<file path="src/rtl/spi_wtr_pkg.sv">
package spi_wtr_pkg;
  localparam int BYTE_W = 8;

  typedef enum logic [1:0] {
    SQ_IDLE  = 2'd0,
    SQ_FETCH = 2'd1,
    SQ_XFER  = 2'd2
  } sq_state_t;
endpackage

</file>
<file path="src/rtl/spi_wtr_clkgen.sv">
// Half-period tick generator: one tick every (prescale/2)*(rate+1) cycles.
module spi_wtr_clkgen #(
  parameter int DIV_W = 8
) (
  input  logic             clk,
  input  logic             rst,
  input  logic             run,
  input  logic [DIV_W-1:0] prescale,
  input  logic [DIV_W-1:0] rate,
  output logic             tick
);
  logic [DIV_W-1:0] half_pre;
  logic [DIV_W-1:0] pre_cnt;
  logic [DIV_W-1:0] rate_cnt;
  logic             pre_last;
  logic             rate_last;

  // bit 0 of the prescale is dropped; values below 2 behave as 2
  always_comb begin
    if (prescale < DIV_W'(2)) half_pre = DIV_W'(1);
    else                      half_pre = prescale >> 1;
  end

  assign pre_last  = (pre_cnt == half_pre - DIV_W'(1));
  assign rate_last = (rate_cnt == rate);
  assign tick      = run && pre_last && rate_last;

  always_ff @(posedge clk) begin
    if (rst || !run) begin
      pre_cnt  <= '0;
      rate_cnt <= '0;
    end else if (pre_last) begin
      pre_cnt <= '0;
      if (rate_last) rate_cnt <= '0;
      else           rate_cnt <= rate_cnt + DIV_W'(1);
    end else begin
      pre_cnt <= pre_cnt + DIV_W'(1);
    end
  end
endmodule

</file>
<file path="src/rtl/spi_wtr_shift.sv">
// Mode 0 byte shifter: sample on rising sclk, shift on falling sclk.
module spi_wtr_shift #(
  parameter int W = 8
) (
  input  logic         clk,
  input  logic         rst,
  input  logic         abort,
  input  logic         load,
  input  logic [W-1:0] load_byte,
  input  logic         tick,
  input  logic         miso,
  output logic         sclk,
  output logic         mosi,
  output logic         active,
  output logic         byte_done,
  output logic [W-1:0] rx_byte
);
  localparam int BC_W = (W > 1) ? $clog2(W) : 1;

  logic [W-1:0]    tx_sh;
  logic [W-1:0]    rx_sh;
  logic [BC_W-1:0] bit_cnt;
  logic            sclk_q;
  logic            active_q;
  logic            done_q;

  always_ff @(posedge clk) begin
    done_q <= 1'b0;
    if (rst || abort) begin
      tx_sh    <= '0;
      rx_sh    <= '0;
      bit_cnt  <= '0;
      sclk_q   <= 1'b0;
      active_q <= 1'b0;
    end else if (load) begin
      tx_sh    <= load_byte;
      rx_sh    <= '0;
      bit_cnt  <= '0;
      sclk_q   <= 1'b0;
      active_q <= 1'b1;
    end else if (active_q && tick) begin
      if (!sclk_q) begin
        sclk_q <= 1'b1;
        rx_sh  <= {rx_sh[W-2:0], miso};
      end else begin
        sclk_q <= 1'b0;
        if (bit_cnt == BC_W'(W - 1)) begin
          active_q <= 1'b0;
          done_q   <= 1'b1;
        end else begin
          tx_sh   <= {tx_sh[W-2:0], 1'b0};
          bit_cnt <= bit_cnt + BC_W'(1);
        end
      end
    end
  end

  assign sclk      = sclk_q;
  assign mosi      = tx_sh[W-1];
  assign active    = active_q;
  assign byte_done = done_q;
  assign rx_byte   = rx_sh;
endmodule

</file>
<file path="src/rtl/spi_wtr_seq.sv">
// Transaction sequencer: slot counting, command fetch, filler and discard.
module spi_wtr_seq
  import spi_wtr_pkg::*;
#(
  parameter int LEN_W = 6,
  parameter int DIV_W = 8,
  parameter int W     = 8
) (
  input  logic             clk,
  input  logic             rst,
  input  logic             en,
  input  logic             start,
  input  logic [LEN_W-1:0] tx_len,
  input  logic [LEN_W-1:0] rx_len,
  input  logic [DIV_W-1:0] prescale,
  input  logic [DIV_W-1:0] rate,
  input  logic [W-1:0]     cmd_data,
  input  logic             cmd_valid,
  input  logic             byte_done,
  input  logic [W-1:0]     rx_byte,
  output logic             cmd_ready,
  output logic [W-1:0]     rsp_data,
  output logic             rsp_valid,
  output logic             busy,
  output logic             done,
  output logic             cs_n,
  output logic             bus_oe,
  output logic             load,
  output logic [W-1:0]     load_byte,
  output logic [DIV_W-1:0] pre_q,
  output logic [DIV_W-1:0] rate_q
);
  localparam int CNT_W = LEN_W + 1;

  sq_state_t        st;
  logic [LEN_W-1:0] tx_q;
  logic [CNT_W-1:0] tot_q;
  logic [CNT_W-1:0] slot;
  logic [CNT_W-1:0] slot_nx;
  logic [CNT_W-1:0] tx_ext;
  logic [CNT_W-1:0] sum_len;

  assign slot_nx = slot + CNT_W'(1);
  assign tx_ext  = {1'b0, tx_q};
  assign sum_len = {1'b0, tx_len} + {1'b0, rx_len};

  always_ff @(posedge clk) begin
    done      <= 1'b0;
    rsp_valid <= 1'b0;
    load      <= 1'b0;
    if (rst) begin
      st        <= SQ_IDLE;
      tx_q      <= '0;
      tot_q     <= '0;
      slot      <= '0;
      cmd_ready <= 1'b0;
      rsp_data  <= '0;
      busy      <= 1'b0;
      cs_n      <= 1'b1;
      bus_oe    <= 1'b0;
      load_byte <= '0;
      pre_q     <= DIV_W'(2);
      rate_q    <= '0;
    end else if (!en) begin
      st        <= SQ_IDLE;
      cmd_ready <= 1'b0;
      busy      <= 1'b0;
      cs_n      <= 1'b1;
      bus_oe    <= 1'b0;
    end else begin
      bus_oe <= 1'b1;
      unique case (st)
        SQ_IDLE: begin
          if (start) begin
            tx_q   <= tx_len;
            tot_q  <= sum_len;
            slot   <= '0;
            pre_q  <= prescale;
            rate_q <= rate;
            if (sum_len == '0) begin
              done <= 1'b1;
            end else begin
              cs_n <= 1'b0;
              busy <= 1'b1;
              if (tx_len != '0) begin
                cmd_ready <= 1'b1;
                st        <= SQ_FETCH;
              end else begin
                load      <= 1'b1;
                load_byte <= '0;
                st        <= SQ_XFER;
              end
            end
          end
        end
        SQ_FETCH: begin
          if (cmd_ready && cmd_valid) begin
            cmd_ready <= 1'b0;
            load      <= 1'b1;
            load_byte <= cmd_data;
            st        <= SQ_XFER;
          end
        end
        SQ_XFER: begin
          if (byte_done) begin
            slot <= slot_nx;
            if (slot >= tx_ext) begin
              rsp_data  <= rx_byte;
              rsp_valid <= 1'b1;
            end
            if (slot_nx == tot_q) begin
              cs_n <= 1'b1;
              busy <= 1'b0;
              done <= 1'b1;
              st   <= SQ_IDLE;
            end else if (slot_nx < tx_ext) begin
              cmd_ready <= 1'b1;
              st        <= SQ_FETCH;
            end else begin
              load      <= 1'b1;
              load_byte <= '0;
            end
          end
        end
        default: st <= SQ_IDLE;
      endcase
    end
  end
endmodule

</file>
<file path="src/rtl/spi_wtr_engine.sv">
module spi_wtr_engine
  import spi_wtr_pkg::*;
#(
  parameter int LEN_W = 6,
  parameter int DIV_W = 8
) (
  input  logic              clk,
  input  logic              rst,
  input  logic              en,
  input  logic              start,
  input  logic [LEN_W-1:0]  tx_len,
  input  logic [LEN_W-1:0]  rx_len,
  input  logic [DIV_W-1:0]  prescale,
  input  logic [DIV_W-1:0]  rate,
  input  logic [BYTE_W-1:0] cmd_data,
  input  logic              cmd_valid,
  output logic              cmd_ready,
  output logic [BYTE_W-1:0] rsp_data,
  output logic              rsp_valid,
  output logic              busy,
  output logic              done,
  output logic              cs_n,
  output logic              sclk,
  output logic              mosi,
  input  logic              miso,
  output logic              bus_oe
);
  logic              load;
  logic [BYTE_W-1:0] load_byte;
  logic [DIV_W-1:0]  pre_q;
  logic [DIV_W-1:0]  rate_q;
  logic              tick;
  logic              active;
  logic              byte_done;
  logic [BYTE_W-1:0] rx_byte;
  logic              sclk_int;
  logic              mosi_int;

  spi_wtr_seq #(.LEN_W(LEN_W), .DIV_W(DIV_W), .W(BYTE_W)) u_seq (
    .clk       (clk),
    .rst       (rst),
    .en        (en),
    .start     (start),
    .tx_len    (tx_len),
    .rx_len    (rx_len),
    .prescale  (prescale),
    .rate      (rate),
    .cmd_data  (cmd_data),
    .cmd_valid (cmd_valid),
    .byte_done (byte_done),
    .rx_byte   (rx_byte),
    .cmd_ready (cmd_ready),
    .rsp_data  (rsp_data),
    .rsp_valid (rsp_valid),
    .busy      (busy),
    .done      (done),
    .cs_n      (cs_n),
    .bus_oe    (bus_oe),
    .load      (load),
    .load_byte (load_byte),
    .pre_q     (pre_q),
    .rate_q    (rate_q)
  );

  spi_wtr_clkgen #(.DIV_W(DIV_W)) u_clk (
    .clk      (clk),
    .rst      (rst),
    .run      (active),
    .prescale (pre_q),
    .rate     (rate_q),
    .tick     (tick)
  );

  spi_wtr_shift #(.W(BYTE_W)) u_shift (
    .clk       (clk),
    .rst       (rst),
    .abort     (!en),
    .load      (load),
    .load_byte (load_byte),
    .tick      (tick),
    .miso      (miso),
    .sclk      (sclk_int),
    .mosi      (mosi_int),
    .active    (active),
    .byte_done (byte_done),
    .rx_byte   (rx_byte)
  );

  assign sclk = sclk_int & bus_oe;
  assign mosi = mosi_int & bus_oe;
endmodule

</file>
<file path="config.mk">
export PLATFORM = sky130hd
export DESIGN_NAME = spi_wtr_engine
export DESIGN_NICKNAME = d
export VERILOG_FILES = /design/src/rtl/spi_wtr_pkg.sv /design/src/rtl/spi_wtr_clkgen.sv /design/src/rtl/spi_wtr_shift.sv /design/src/rtl/spi_wtr_seq.sv /design/src/rtl/spi_wtr_engine.sv
export SDC_FILE = /design/constraint.sdc
export NUM_CORES = 1
export LEC_CHECK = 0
export ABC_AREA = 1
export BUFFER_PORTS_ARGS = -buffer_cell sky130_fd_sc_hd__buf_2
export CAP_MARGIN = 20
export CORE_AREA = 2 2 126 128
export CTS_BUF_LIST = sky130_fd_sc_hd__clkbuf_4 sky130_fd_sc_hd__clkbuf_8
export DETAILED_ROUTE_END_ITERATION = 10
export DIE_AREA = 0 0 128 130
export GPL_TIMING_DRIVEN = 1
export RECOVER_POWER = 100
export SYNTH_ARGS = -nofsm -noshare
export SYNTH_HDL_FRONTEND = slang
export SYNTH_SLANG_ARGS = --single-unit
</file>
<file path="constraint.sdc">
create_clock -name clk -period 6.1 [get_ports clk]
set_input_delay 0.305 -clock clk [delete_from_list [all_inputs] [get_ports clk]]
set_output_delay 0.305 -clock clk [all_outputs]
set_load 0.02 [all_outputs]
</file>
---- After elaboration in Yosys (flattened, before gate mapping) ----
Cells that the tools add are included.
word-level totals
  input bits .............................. 42
  output and inout bits ................... 16
  word-level logic and storage cells ...... 154
  flip-flop bits (word level) ............. 99
cells by class
  add/subtract/negate cells ............... 6
  muxes and demuxes ....................... 64
  equality and inequality tests ........... 18
  order comparisons ....................... 3
  bitwise gates (word level) .............. 8
  reduce and logical (&&, ||, !) cells .... 32
operator list
  operator             count
  $mux 8               12
  $mux 1               34
  $pmux 8 s3           1
  $mux 7               3
  $add 8x1->8 const B  2
  $eq 8x8->1           2
  $mux 2               7
  $pmux 7 s2           1
  $ne 2x2->1 const B   6
  $reduce_and 3->1     4
  $ne 2x1->1 const B   5
  $reduce_and 5->1     2
  $reduce_and 9->1     1
  $lt 8x2->1 const B   1
  $reduce_and 4->1     2
  $reduce_and 8->1     1
  $reduce_bool 2->1    4
  $reduce_or 4->1      2
  $sub 8x1->8 const B  1
  $add 6x6->7          1
  $add 7x1->7 const B  1
  $eq 7x7->1           1
  $ge 7x6->1           1
  $logic_not 7->1      1
  19 further kinds     35

---- Longest topological paths before layout ----
  word-level depth ........................ 9
  depth in mapped cells ................... 19
  mapped depth without buffers ............ 19

---- Cells and area by module ----
From an unflattened synthesis, not the netlist that was laid out.
second synthesis, totals
  cells, all modules ...................... 848
  area total of the unflattened synthesis .. 5670.4 µm²
by module, submodules not included
  module          area an instance (µm²)  instances  seq. area each (µm²)  cells an instance
  spi_wtr_seq     3295.7                  1          1221.2                480
  spi_wtr_clkgen  1402.6                  1          320.3                 235
  spi_wtr_shift   953.4                   1          440.4                 128
  spi_wtr_engine  18.8                    1          0.0                   5

---- Worst setup path after synthesis ----
Ideal clock, no wire load.
  path type ............................... reg-to-reg
  start point ............................. register u_seq.pre_q[4]
  end point ............................... register u_shift.rx_sh[0] (netlist: u_shift.rx_byte[0])
  path buffers ............................ 0
  period minus slack after synthesis ...... 2173 ps
  path slack .............................. 3927 ps
  cell stages (with the launch flop) ...... 17
  library setup time ...................... 65 ps
  data arrival time ....................... 2108 ps
  required time ........................... 6035 ps
  cell sequence ........................... dfxtp_1 -> nor2_4 -> nand2_2 -> o21ai_1 -> inv_1 -> ha_1 -> xor2_1 -> nand2_1 -> nor2_1 -> nand2_1 -> nor2_2 -> nand3_4 -> nor2_2 -> nand2_2 -> nor2_8 -> nor2_1 -> nor2_1
on the way
  longest elaborated chain between the ends .. 8
RTL lines
  item                                 line                  text
  start: declaration                   spi_wtr_seq.sv:30     output logic [DIV_W-1:0] pre_q,
  start signal: assignment             spi_wtr_seq.sv:78     pre_q <= prescale;
  $lt 8x2->1                           spi_wtr_clkgen.sv:20  if (prescale < DIV_W'(2)) half_pre = DIV_W'(1);
  $mux 7 *                             spi_wtr_clkgen.sv:20
  $sub 8x1->8 *                        spi_wtr_clkgen.sv:24  assign pre_last = (pre_cnt == half_pre - DIV_W'(1));
  $eq 8x8->1 *                         spi_wtr_clkgen.sv:24
  $logic_and 1x1->1 * (2 in series)    spi_wtr_clkgen.sv:26  assign tick = run && pre_last && rate_last;
  $logic_and 1x1->1 *                  spi_wtr_shift.sv:41   end else if (active_q && tick) begin
  $reduce_and 2->1 (no source line) *  --
  end signal: assignment               spi_wtr_shift.sv:44   rx_sh <= {rx_sh[W-2:0], miso};
  end: declaration                     spi_wtr_shift.sv:21   logic [W-1:0] rx_sh;
Mark *: on every way between the ends. The rest lies on a longest branch, timed or not.
A chain may end at the register's enable or synchronous reset.

---- Worst setup path in the final report ----
  start point ............................. register u_seq.slot[0]
  end point ............................... register u_seq.load_byte[1]
on the way
  longest elaborated chain between the ends .. 4
  elaborated cells between the ends (all ways) .. 6
  classes of those cells .................. add/sub: 1; order compare: 1; eq/ne: 3; reduce/logical: 1
RTL lines
  item                                      line                                    text
  start: declaration                        spi_wtr_seq.sv:38                       logic [CNT_W-1:0] slot;
  start signal: assignment                  spi_wtr_seq.sv:106                      slot <= slot_nx;
  $add 7x1->7 *                             spi_wtr_seq.sv:43                       assign slot_nx = slot + CNT_W'(1);
  $lt 7x6->1 or $eq 7x7->1 (tied branches)  spi_wtr_seq.sv:116, spi_wtr_seq.sv:111
  $ne 2x2->1 (no source line)               --
  $reduce_and 9->1 (no source line) *       --
  end signal: assignment                    spi_wtr_seq.sv:100                      load_byte <= cmd_data;
  end: declaration                          spi_wtr_seq.sv:29                       output logic [W-1:0] load_byte,
Marks and branches as above.

==> qor.txt <==
Worst-path maximum fanout: 10
Fraction of synthesis flops using an asynchronous set or reset pin: 0%
Post-layout util: 37.8%
Total via count in the routed design: 4805
Overall routing resource usage: 15.4%
Row count: 46
Critical Setup Path Class: flop to flop
Max-slew violations: 0
Final routed DRC violation total: 0
Vias in the first global route: 4426
Final critical-path required period: 3.02 ns
Number of buffers between clock root and the deepest sink: 2
# Post-CTS Setup Buffers: 0
Area of the core: 15400 µm²
Synthesized area per cell: 6.89 µm²
IR drop worst, VDD: 89.3 µV
Kind of capture point of the worst setup path: flop
Worst clock skew: 0.00953 ns
IO Pins: 58
Fillers: 1674
Setup TNS: 0 ns
Vertical die dimension: 130 µm
Syn. warnings: 0
Overflow left after global routing: 0
DRC marker count from the first detailed-route iteration: 269
Count of placed standard cells including taps: 1004
Data required, critical path: 6.37 ns
Commonest cells after routing, fill and taps aside: 187 x sky130_fd_sc_hd__nand2_1, 107 x sky130_fd_sc_hd__nor2_1, 98 x sky130_fd_sc_hd__inv_1, 98 x sky130_fd_sc_hd__dfxtp_1, 56 x sky130_fd_sc_hd__o21ai_0
Commonest non-fill, non-tap cell in the layout: sky130_fd_sc_hd__nand2_1
Area added between synthesis and finish: 10.2%
Non-Filler Instances: 1020
Static leakage: 2.59 nW
CP Data Arrival Time: 3.30 ns
Post-detailed-route count of antenna-violating nets: 0
Net count of the finished layout: 890
Max H-tree Level: 3
Power per cell area: 214 nW/µm²
Actual transition at the worst max-transition pin: 1.04 ns
Area share of the largest cell type after synthesis: 37.1%
Antenna diode instance count: 0
Pin count of the biggest net entering global routing: 34
Library cell with the largest summed area after synthesis: sky130_fd_sc_hd__dfxtp_1
Via density per instance: 4.71
Final Hold Viols: 0
Sequential element share of the synthesized area: 37.1%
Number of cells produced by synthesis: 768
Clock-pin transition on the worst setup and hold timing paths: 0.09 ns
Number of max-capacitance violations reported: 0
Post-DR wirelength/cell: 11.9 µm
RSZ-0062 raised after global routing: false
Effective utilization at floorplan: 34.3%
Run status: finished clean
DP HPWL: 9060 µm
Count of port buffers added during placement: 56
Syn Nets: 835
Clk sink count: 98
Width of the chip: 128 µm
Main synth FF type: sky130_fd_sc_hd__dfxtp_1
Hold-fix buffer count after cts: 0
Clock tree root driver cell: sky130_fd_sc_hd__clkbuf_8
Final worst hold slack: 0.149 ns
Synth Cell Area: 5290 µm²
Max-slew headroom: 30.6%
Post-cts resize count: 0
Final Wtd Congestion: 0.827
Final cycle utilization of the critical path: 49.5%
Wire length of the first global-routing pass: 20800 µm
Layout cell share with drive strength beyond 1: 9.66%
Antenna violations before repair: 0
Total of flip-flops plus latches after synthesis: 98
Number of enable-type register cells in the synthesized netlist: 0
CTS tree: yes
Inserted Clock Buffers: 9
Netlist cell types: 40
Final number of setup-violating endpoints: 0
Tightest Hold Check Type: input port to flop
Clock latency of the later-clocked register in the worst-skew pair: 0.38 ns
Area of the die: 16600 µm²
Startpoint type of the worst setup path: flop
Top post-synthesis cells by area: sky130_fd_sc_hd__dfxtp_1 37%, sky130_fd_sc_hd__nand2_1 13%, sky130_fd_sc_hd__nor2_1 7.0%, sky130_fd_sc_hd__inv_1 6.9%, sky130_fd_sc_hd__ha_1 5.7%
Top achievable clock speed: 331 MHz
Detailed-routing iteration count for the pre-antenna-repair pass: 4
Post-Route WL: 12100 µm
==> path summary, 6_finish.rpt <==
check | from | endpoint | slack, ns | cells past startpoint
min | prescale[1] | u_seq.pre_q[1]$_SDFFE_PP1P_ | 0.15 | 3
max | u_seq.slot[0]$_SDFFE_PP0P_ | u_seq.load_byte[1]$_SDFFE_PP0P_ | 3.08 | 14
max reg2reg | u_seq.slot[0]$_SDFFE_PP0P_ | u_seq.load_byte[1]$_SDFFE_PP0P_ | 3.08 | 14
min reg2reg | u_seq.load_byte[0]$_SDFFE_PP0P_ | u_shift.tx_sh[0]$_SDFFE_PP0P_ | 0.47 | 2
==> kinds of logic after synthesis <==
kind of cell,after synthesis,synth area share [%]
xor+xnor,12,1.99
flops,98,37.1
compound gates,124,12.6
fa+ha+maj,25,6.05
buf+inv,117,8.44
simple gates,392,33.8
==> final cells by class <==
cell class	instances	area (µm²)	share of cell area, %
Clock buffer	11	145	2.49
Clock inverter	5	30.0	0.515
Inverter	103	387	6.63
Multi-Input combinational cell	553	2800	47.9
Sequential cell	98	1960	33.6
Tap cell	192	240	4.12
Timing Repair Buffer	58	272	4.66
==> metal layers <==
layer / vias up / global-route usage [%] / routed length, µm / share of wire, %
met5: - / 0 / 0 / 0
met4: 0 / 5.17 / 269 / 2.2
met3: 15 / 3.36 / 427 / 3.5
met2: 70 / 24.8 / 5340 / 44
met1: 2134 / 20.6 / 6070 / 50
li1: 2586 / - / - / -
==> power breakdown <==
group	internal (mW)	leakage (nW)	total, mW	switching (mW)
sequential	0.659	0.796	0.671	0.0127
combinational	0.0654	1.71	0.187	0.122
clock	0.162	0.0885	0.388	0.226
==> synthesized netlist by cell type, drive strengths merged (2+ instances only) <==
cell,count
nand2,191
nor2,115
inv,101
dfxtp,98
o21ai,58
a21oi,52
nand3,46
ha,24
nand4,21
clkbuf,10
nor3,8
xor2,8
o211ai,6
buf,4
nor3b,4
xnor2,4
o21a,3
or2,3
a211oi,2
clkinv,2
nand3b,2
==> worst max-delay path, cell delays in order, from the launching register on <==
cell                      delay [ns]
sky130_fd_sc_hd__dfxtp_1        0.45
sky130_fd_sc_hd__ha_1           0.32
sky130_fd_sc_hd__nand2_1        0.10
sky130_fd_sc_hd__nand2_1        0.11
sky130_fd_sc_hd__inv_1          0.06
sky130_fd_sc_hd__ha_1           0.29
sky130_fd_sc_hd__nand2_1        0.05
sky130_fd_sc_hd__o21ai_0        0.21
sky130_fd_sc_hd__nand4_1        0.16
sky130_fd_sc_hd__nand3_1        0.13
sky130_fd_sc_hd__nand3_1        0.28
sky130_fd_sc_hd__nor2_1         0.54
sky130_fd_sc_hd__nand2_1        0.10
sky130_fd_sc_hd__nand2_1        0.08
sky130_fd_sc_hd__nor2_1         0.04
==> registers in the layout, summed over array words and instances (netlist names), 2 cells and up <==
| register | cells |
|---|---|
| u_seq.rate_q | 8 |
| u_clk.rate_cnt | 8 |
| u_seq.pre_q | 7 |
| u_seq.st | 2 |
| u_shift.tx_sh | 8 |
| u_seq.load_byte | 8 |
| u_shift.bit_cnt | 3 |
| u_seq.tot_q | 7 |
| u_seq.slot | 7 |
| u_seq.rsp_data | 8 |
| u_clk.pre_cnt | 8 |
| u_shift.rx_byte | 8 |
| u_seq.tx_q | 6 |
==> stage by stage <==
stage                     total power, mW  setup slack (ns)  instance area [µm²]
after floorplan                     0.829              3.93                 5290
after global placement              0.882              3.57                 5770
after detailed placement            0.883              3.54                 5770
after CTS                            1.28              3.54                 5940
after global routing                 1.32              2.66                 5830
final                                1.25              3.08                 5830
(Power assumes the default switching activity.)
